--- config.mk ---
export PLATFORM = sky130hd
export DESIGN_NAME = alu16_core
export DESIGN_NICKNAME = d
export VERILOG_FILES = /design/src/rtl/alu16_pkg.sv /design/src/rtl/alu16_logic.sv /design/src/rtl/alu16_arith.sv /design/src/rtl/alu16_shift.sv /design/src/rtl/alu16_core.sv
export SDC_FILE = /design/constraint.sdc
export NUM_CORES = 1
export LEC_CHECK = 0
export BUFFER_PORTS_ARGS = -buffer_cell sky130_fd_sc_hd__buf_4
export CELL_PAD_IN_SITES_DETAIL_PLACEMENT = 0
export CELL_PAD_IN_SITES_GLOBAL_PLACEMENT = 1
export CORE_UTILIZATION = 47
export DETAILED_ROUTE_END_ITERATION = 10
export GPL_TIMING_DRIVEN = 0
export PLACE_DENSITY = 0.95
export SLEW_MARGIN = 20
export SYNTH_ARGS = -nofsm -noshare
export SYNTH_HDL_FRONTEND = slang
export SYNTH_HIERARCHICAL = 1
export SYNTH_SLANG_ARGS = --single-unit
--- constraint.sdc ---
create_clock -name vclk -period 4.9
set_input_delay 0.98 -clock vclk [all_inputs]
set_output_delay 0.98 -clock vclk [all_outputs]
set_load 0.02 [all_outputs]
--- src/rtl/alu16_pkg.sv ---
package alu16_pkg;

    typedef enum logic [3:0] {
        OP_OR  = 4'd0,
        OP_AND = 4'd1,
        OP_NOR = 4'd2,
        OP_XOR = 4'd3,
        OP_ADD = 4'd4,
        OP_SUB = 4'd5,
        OP_SLT = 4'd6,
        OP_SLL = 4'd8,
        OP_SRL = 4'd9,
        OP_SRA = 4'd10
    } alu_op_e;

    typedef struct packed {
        logic [15:0] res;
        logic        zero;
    } alu_out_t;

endpackage

--- src/rtl/alu16_logic.sv ---
module alu16_logic #(
    parameter int WIDTH = 16
) (
    input  logic [WIDTH-1:0] a_in,
    input  logic [WIDTH-1:0] b_in,
    output logic [WIDTH-1:0] or_d,
    output logic [WIDTH-1:0] and_d,
    output logic [WIDTH-1:0] nor_d,
    output logic [WIDTH-1:0] xor_d
);

    always_comb begin
        or_d  = a_in | b_in;
        and_d = a_in & b_in;
        nor_d = ~or_d;
        xor_d = a_in ^ b_in;
    end

    // NOR and OR never share a set bit
    always_comb begin
        AST_NOR_DISJOINT: assert ((nor_d & (a_in | b_in)) == '0);
    end

endmodule

--- src/rtl/alu16_arith.sv ---
module alu16_arith #(
    parameter int WIDTH = 16
) (
    input  logic [WIDTH-1:0] a_in,
    input  logic [WIDTH-1:0] b_in,
    output logic [WIDTH-1:0] add_d,
    output logic [WIDTH-1:0] sub_d,
    output logic [WIDTH-1:0] slt_d,
    output logic             zero_d
);

    localparam int MSB = WIDTH - 1;

    logic [WIDTH:0] diff_ext_d;
    logic           sign_diff_d;

    always_comb begin
        add_d       = a_in + b_in;
        diff_ext_d  = {1'b0, a_in} + {1'b0, ~b_in} + {{WIDTH{1'b0}}, 1'b1};
        sub_d       = diff_ext_d[MSB:0];
        sign_diff_d = a_in[MSB] ^ b_in[MSB];
        slt_d       = '0;
        slt_d[0]    = sign_diff_d ? a_in[MSB] : sub_d[MSB];
        zero_d      = (sub_d == '0);
    end

    always_comb begin
        AST_ADD_WRAP: assert ((add_d - b_in) == a_in);
        AST_SUB_WRAP: assert ((sub_d + b_in) == a_in);
        AST_SLT_UPPER: assert (slt_d[MSB:1] == '0);
        AST_SLT_SIGN: assert (!sign_diff_d || (slt_d[0] == a_in[MSB]));
        AST_ZERO_EQ: assert (zero_d == (a_in == b_in));
    end

endmodule

--- src/rtl/alu16_shift.sv ---
module alu16_shift #(
    parameter int WIDTH   = 16,
    parameter int SHAMT_W = $clog2(WIDTH)
) (
    input  logic [WIDTH-1:0]   a_in,
    input  logic [SHAMT_W-1:0] amt_in,
    output logic [WIDTH-1:0]   sll_d,
    output logic [WIDTH-1:0]   srl_d,
    output logic [WIDTH-1:0]   sra_d
);

    localparam int MSB = WIDTH - 1;

    logic [WIDTH-1:0] sll_st_d [0:SHAMT_W];
    logic [WIDTH-1:0] srl_st_d [0:SHAMT_W];
    logic [WIDTH-1:0] sra_st_d [0:SHAMT_W];

    assign sll_st_d[0] = a_in;
    assign srl_st_d[0] = a_in;
    assign sra_st_d[0] = a_in;

    for (genvar i = 0; i < SHAMT_W; i++) begin : g_stage
        localparam int STEP = 1 << i;
        assign sll_st_d[i+1] = amt_in[i] ? {sll_st_d[i][MSB-STEP:0], {STEP{1'b0}}} : sll_st_d[i];
        assign srl_st_d[i+1] = amt_in[i] ? {{STEP{1'b0}}, srl_st_d[i][MSB:STEP]} : srl_st_d[i];
        assign sra_st_d[i+1] = amt_in[i] ? {{STEP{sra_st_d[i][MSB]}}, sra_st_d[i][MSB:STEP]} : sra_st_d[i];
    end

    assign sll_d = sll_st_d[SHAMT_W];
    assign srl_d = srl_st_d[SHAMT_W];
    assign sra_d = sra_st_d[SHAMT_W];

    always_comb begin
        AST_SLL_FILL: assert ((amt_in == '0) || (sll_d[0] == 1'b0));
        AST_SRL_FILL: assert ((amt_in == '0) || (srl_d[MSB] == 1'b0));
        AST_SRA_SIGN: assert (sra_d[MSB] == a_in[MSB]);
        AST_SRA_SRL_LOW: assert ((sra_d & ~srl_d) == ((sra_d ^ srl_d)));
    end

endmodule

--- src/rtl/alu16_core.sv ---
module alu16_core
    import alu16_pkg::*;
#(
    parameter int WIDTH   = 16,
    parameter int OP_W    = 4,
    parameter int SHAMT_W = $clog2(WIDTH)
) (
    input  logic [OP_W-1:0]  op_sel,
    input  logic [WIDTH-1:0] opa,
    input  logic [WIDTH-1:0] opb,
    output logic [WIDTH-1:0] result,
    output logic             diff_zero
);

    logic [WIDTH-1:0] or_d, and_d, nor_d, xor_d;
    logic [WIDTH-1:0] add_d, sub_d, slt_d;
    logic [WIDTH-1:0] sll_d, srl_d, sra_d;
    logic             zero_d;
    logic             known_op_d;
    alu_out_t         out_d;

    alu16_logic #(.WIDTH(WIDTH)) u_logic (
        .a_in (opa),
        .b_in (opb),
        .or_d (or_d),
        .and_d(and_d),
        .nor_d(nor_d),
        .xor_d(xor_d)
    );

    alu16_arith #(.WIDTH(WIDTH)) u_arith (
        .a_in  (opa),
        .b_in  (opb),
        .add_d (add_d),
        .sub_d (sub_d),
        .slt_d (slt_d),
        .zero_d(zero_d)
    );

    alu16_shift #(.WIDTH(WIDTH), .SHAMT_W(SHAMT_W)) u_shift (
        .a_in  (opa),
        .amt_in(opb[SHAMT_W-1:0]),
        .sll_d (sll_d),
        .srl_d (srl_d),
        .sra_d (sra_d)
    );

    always_comb begin
        out_d      = '0;
        known_op_d = 1'b1;
        case (op_sel)
            OP_OR:   out_d.res = or_d;
            OP_AND:  out_d.res = and_d;
            OP_NOR:  out_d.res = nor_d;
            OP_XOR:  out_d.res = xor_d;
            OP_ADD:  out_d.res = add_d;
            OP_SUB:  out_d.res = sub_d;
            OP_SLT:  out_d.res = slt_d;
            OP_SLL:  out_d.res = sll_d;
            OP_SRL:  out_d.res = srl_d;
            OP_SRA:  out_d.res = sra_d;
            default: known_op_d = 1'b0;
        endcase
        out_d.zero = zero_d;
    end

    assign result    = out_d.res;
    assign diff_zero = out_d.zero;

    always_comb begin
        AST_UNUSED_ZERO: assert (known_op_d || (result == '0));
        AST_SLT_BOOL: assert ((op_sel != OP_SLT) || (result <= 16'd1));
    end

endmodule

# == Yosys cells after proc, flatten, opt, wreduce, memory -nomap -nowiden ==
# Cells that the tools add are included.
# op_classes
n_shift,0
addsub,3
multipliers,0
n_reduce_logical,2
n_mux,14
bitwise_logic,6
n_eq_ne,9
n_lt_le_gt_ge,0
n_div,0
# op_table
op,n
$pmux W16 S10,1
$mux W16,8
$mux W15,4
$add A16 B16 Y16,2
$not A16 Y16,2
$add A16 B1 Y16 const B,1
$and A16 B16 Y16,1
$logic_not A16 Y1,1
$or A16 B16 Y16,1
$xor A16 B16 Y16,1
$eq A4 B3 Y1 const B,3
$eq A4 B4 Y1 const B,3
$eq A4 B2 Y1 const B,2
$eq A4 B1 Y1 const B,1
$logic_not A4 Y1,1
$mux W1,1
$xor A1 B1 Y1,1
# totals
mem_bits_rw,0
rom_bits,0
input_bits,36
mem_count,0
latch_bits,0
reg_bits,0
out_inout_bits,17

# == Depth between registers and ports, before layout ==
# logic_depth
depth_word,5
ltp_mapped,15
depth_no_buf,15

# == Hierarchy ==
# The synthesis kept the hierarchy.
# modules_own_cells
module,n_inst,area_each_um2,cells_per_inst,seq_area_each_um2
alu16_arith,1,1764.2,256,0.0
alu16_shift,1,1457.6,195,0.0
alu16_core,1,1368.8,194,0.0
alu16_logic,1,780.7,96,0.0

# == Worst setup path after synthesis ==
# Ideal clock, no wire load.
# synth_path
path_type,input-to-output
startpoint,in opb[10]
endpoint,out diff_zero
t_required_ns,3.920
path_stages,15
arrival_time_ns,3.902
slack_ns,0.018
path_cell_list,inv_1 ha_1 clkbuf_1 nand4_1 nor2_1 nand3_1 a21oi_1 a21o_1 a21oi_1 fa_1 nand3_1 nor4_1 o2111ai_1 a2111oi_0 nor4b_2
# synth_via
elab_chain_len,4
# synth_lines
element,line,rtl
"start, declared",alu16_core.sv:10,"input logic [WIDTH-1:0] opb,"
$not A16 Y16,alu16_arith.sv:19,"diff_ext_d = {1'b0, a_in} + {1'b0, ~b_in} + {{WIDTH{1'b0}}, 1'b1};"
$add A16 B16 Y16,alu16_arith.sv:19,
$add A16 B1 Y16,alu16_arith.sv:19,
$logic_not A16 Y1,alu16_arith.sv:24,zero_d = (sub_d == '0);
"end, declared",alu16_core.sv:12,output logic diff_zero
# Every way passes these cells.

# == Final worst setup path ==
# layout_path
startpoint,in opa[8]
endpoint,out diff_zero
# layout_via
elab_chain_len,3
# layout_lines
element,line,rtl
"start, declared",alu16_core.sv:9,"input logic [WIDTH-1:0] opa,"
$add A16 B16 Y16,alu16_arith.sv:19,
$add A16 B1 Y16,alu16_arith.sv:19,
$logic_not A16 Y1,alu16_arith.sv:24,
# Every way passes these cells.

==> flow_metrics.tcl <==
set metrics [dict create \
    fill_cells 1016 \
    antenna_found_initial 0 \
    total_leakage_power_nw 3.15 \
    die_area_sq_mm 0.0119 \
    nFlopsAndLatches 0 \
    track_usage 0.383 \
    grt_pass1_wl_um 34100 \
    p_int_w 0.000359 \
    hp-class "in2out" \
    dpl_cell_area_sq_mm 0.00598 \
    switching_share 0.577 \
    io_pins 53 \
    via_per_inst 6.54 \
    final_cells 975 \
    slew_headroom 0.350 \
    wl_um 23200 \
    syn_inst 741 \
    cap_violations 0 \
    drive_above_1_share 0.266 \
    diodes 0 \
    place_hpwl_um 17300 \
    worst_slack_ps -310 \
    cpMostUsedCell "buf_4" \
    setup_viol 3 \
    tightest_slew_ps 966 \
    slowest_delay_ps 620 \
    worstSetupPathType "in2out" \
    syn_avg_cell_area_sq_um 7.25 \
    worstPathRequired_ps 3920 \
    power_density_mw_per_mm2 126 \
    period_share 1.06 \
    drtIter0Drc 804 \
    p_total_w 0.000850 \
    crit_path_top_delay_cell "fa_2" \
    grt_overflow 0 \
    seqCellArea_sq_um 0 \
    multi_input_area_sq_mm 0.00502 \
    min_period_ps 5210 \
    ys_types 71 \
    pwr-share-seq 0 \
    fp.dieW_um 109 \
    combPwrFrac 1.000 \
    startpoint_type "input port" \
    synth_area_sq_mm 0.00537 \
    fp-row-count 38 \
    ys_seq_area_frac 0 \
    placement.io_buffers 51 \
    nNetsFinal 954 \
    clkbuf_count 0 \
    status "finished with violations" \
    cp_num_buf_inv 2 \
    grt_max_degree 13 \
    fmax_ghz 0.192 \
    end_kind "primary output" \
    via_count 6377 \
    gp_routability_congestion 0.978 \
    ir_worst_vdd_mv 0.100 \
    drtPass1Iterations 6 \
    route.detailed.drc 0 \
    finalHoldViolations 0 \
    critPathArrivalTime_ps 4230 \
    coreArea_sq_mm 0.0110 \
    start_util 0.489 \
    rsz0062_at_grt "yes" \
    p_switching_w 0.000491 \
    slew_violations 0 \
    placed_cells 946 \
    areaGrowthSynthToFinish_pct 25.5 \
    clkPwrFrac 0 \
    grt_pass1_vias 5889 \
    fin_util 0.614 \
    worstPathCellList "buf_4, ha_4, a21oi_1, o21ai_1, nor3_1, a21oi_4, a21o_1, a21oi_2, fa_2, nand3_2, nor4_4, o2111ai_2, a2111oi_4, nor4b_4, buf_4" \
    ant_nets 0 \
    worstPathMaxFanout 10 \
    wire_per_inst_um 23.8 \
    synth_warnings 6 \
    cp_top_family "compound AO/OA/AOI/OAI gates" \
    violations "negative setup slack" \
    finish.instance_area_sq_mm 0.00674 \
    die_h_um 109 \
]
per-layer routing:
metal | up-vias | wire length [um] | track usage
met3 | 66 | 2150 | 0.0496
met4 | 0 | 939 | 0.125
met2 | 385 | 10300 | 0.606
li1 | 2847 | - | -
met1 | 3079 | 9850 | 0.532
met5 | - | 0 | 0
placed cells by master (no fill, tap or decap), types with 4 or more instances in the layout:
master	synthesis	layout
a211oi_1	4	4
a21o_1	5	5
a21oi_1	30	27
a22o_1	4	4
a22oi_1	44	44
a31oi_1	8	8
and2_1	7	6
and3_1	4	4
buf_12	0	8
buf_2	16	16
buf_4	24	92
buf_6	6	12
clkbuf_1	22	15
conb_1	1	15
ha_1	78	66
ha_4	0	12
inv_1	89	81
inv_2	0	7
mux2_2	19	19
mux2i_1	52	49
mux4_2	11	11
nand2_1	31	31
nand2b_1	4	4
nand3_1	8	5
nand3b_1	6	6
nor2_1	66	65
nor2b_1	10	9
nor3_1	14	14
o211ai_1	5	5
o21a_1	11	11
o21ai_0	25	24
o22ai_1	26	26
o31ai_1	5	4
o32ai_1	8	8
or2_2	7	7
or3_1	11	10
or4_1	4	4
xnor2_1	15	15
cell usage after synthesis (10+ instances only):
cell	number	area, sq um
inv_1	89	334
ha_1	78	976
nor2_1	66	248
mux2i_1	52	521
a22oi_1	44	330
nand2_1	31	116
a21oi_1	30	150
o22ai_1	26	163
o21ai_0	25	125
buf_4	24	180
clkbuf_1	22	82.6
mux2_2	19	214
buf_2	16	80.1
xnor2_1	15	131
nor3_1	14	70.1
mux4_2	11	248
o21a_1	11	82.6
or3_1	11	68.8
nor2b_1	10	62.6
tightest hold or removal path: stages:
cell and delay [ps]:
buf_6 110, nor2_1 110, a211o_1 270, buf_4 150
cells by family (layout without fill, tap and decap cells):
logic type / after synthesis / count (layout) / share of synthesized area
AOI/OAI and AO/OA: 212 / 212 / 0.275
and+or+nand+nor: 189 / 189 / 0.180
buffers and inverters: 158 / 238 / 0.139
muxes: 82 / 82 / 0.183
adders and majority gates: 81 / 81 / 0.193
xor gates and xnor gates: 18 / 18 / 0.0294
other: 1 / 15 / 0.000698
stage by stage:
step | setup WS [ps] | hold slack (ps) | setup TNS (ps)
6_report | -310 | 2610 | -358
3_3_place_gp | -1140 | 2610 | -1750
3_5_place_dp | -1120 | 2600 | -1850
5_1_grt | -448 | 2620 | -634
4_1_cts | -324 | 2610 | -355
2_1_floorplan | 17.9 | 2410 | 0
path summary, 6_finish.rpt:
kind	depth (start not counted)	from	end	slack [ps]
worst min-delay path	4	op_sel[3]	result[15]	2610
worst max-delay path	15	opa[8]	diff_zero	-310
what timing repair did:
item                                    in CTS  in global routing
endpoints found under the setup margin       5                  8
resized for setup                           68                 45
pin swaps                                   21                 28
hold buffers                                 0                  0
buffers inserted                            20                 15
power by group through the flow:
stage	Sequential (W)	Clock [W]	Combinational [W]
global placement	0	0	0.000692
finish	0	0	0.000850
floorplan	0	0	0.000462
detailed placement	0	0	0.000699
global route	0	0	0.000896
CTS	0	0	0.000773
cell type report:
cell class         instances  area share
well taps                140      0.0260
plain buffers             63      0.0600
repair buffers            86       0.118
multi-input cells        597       0.745
inverters                 89      0.0507
Power figures use the tool's default switching activity.
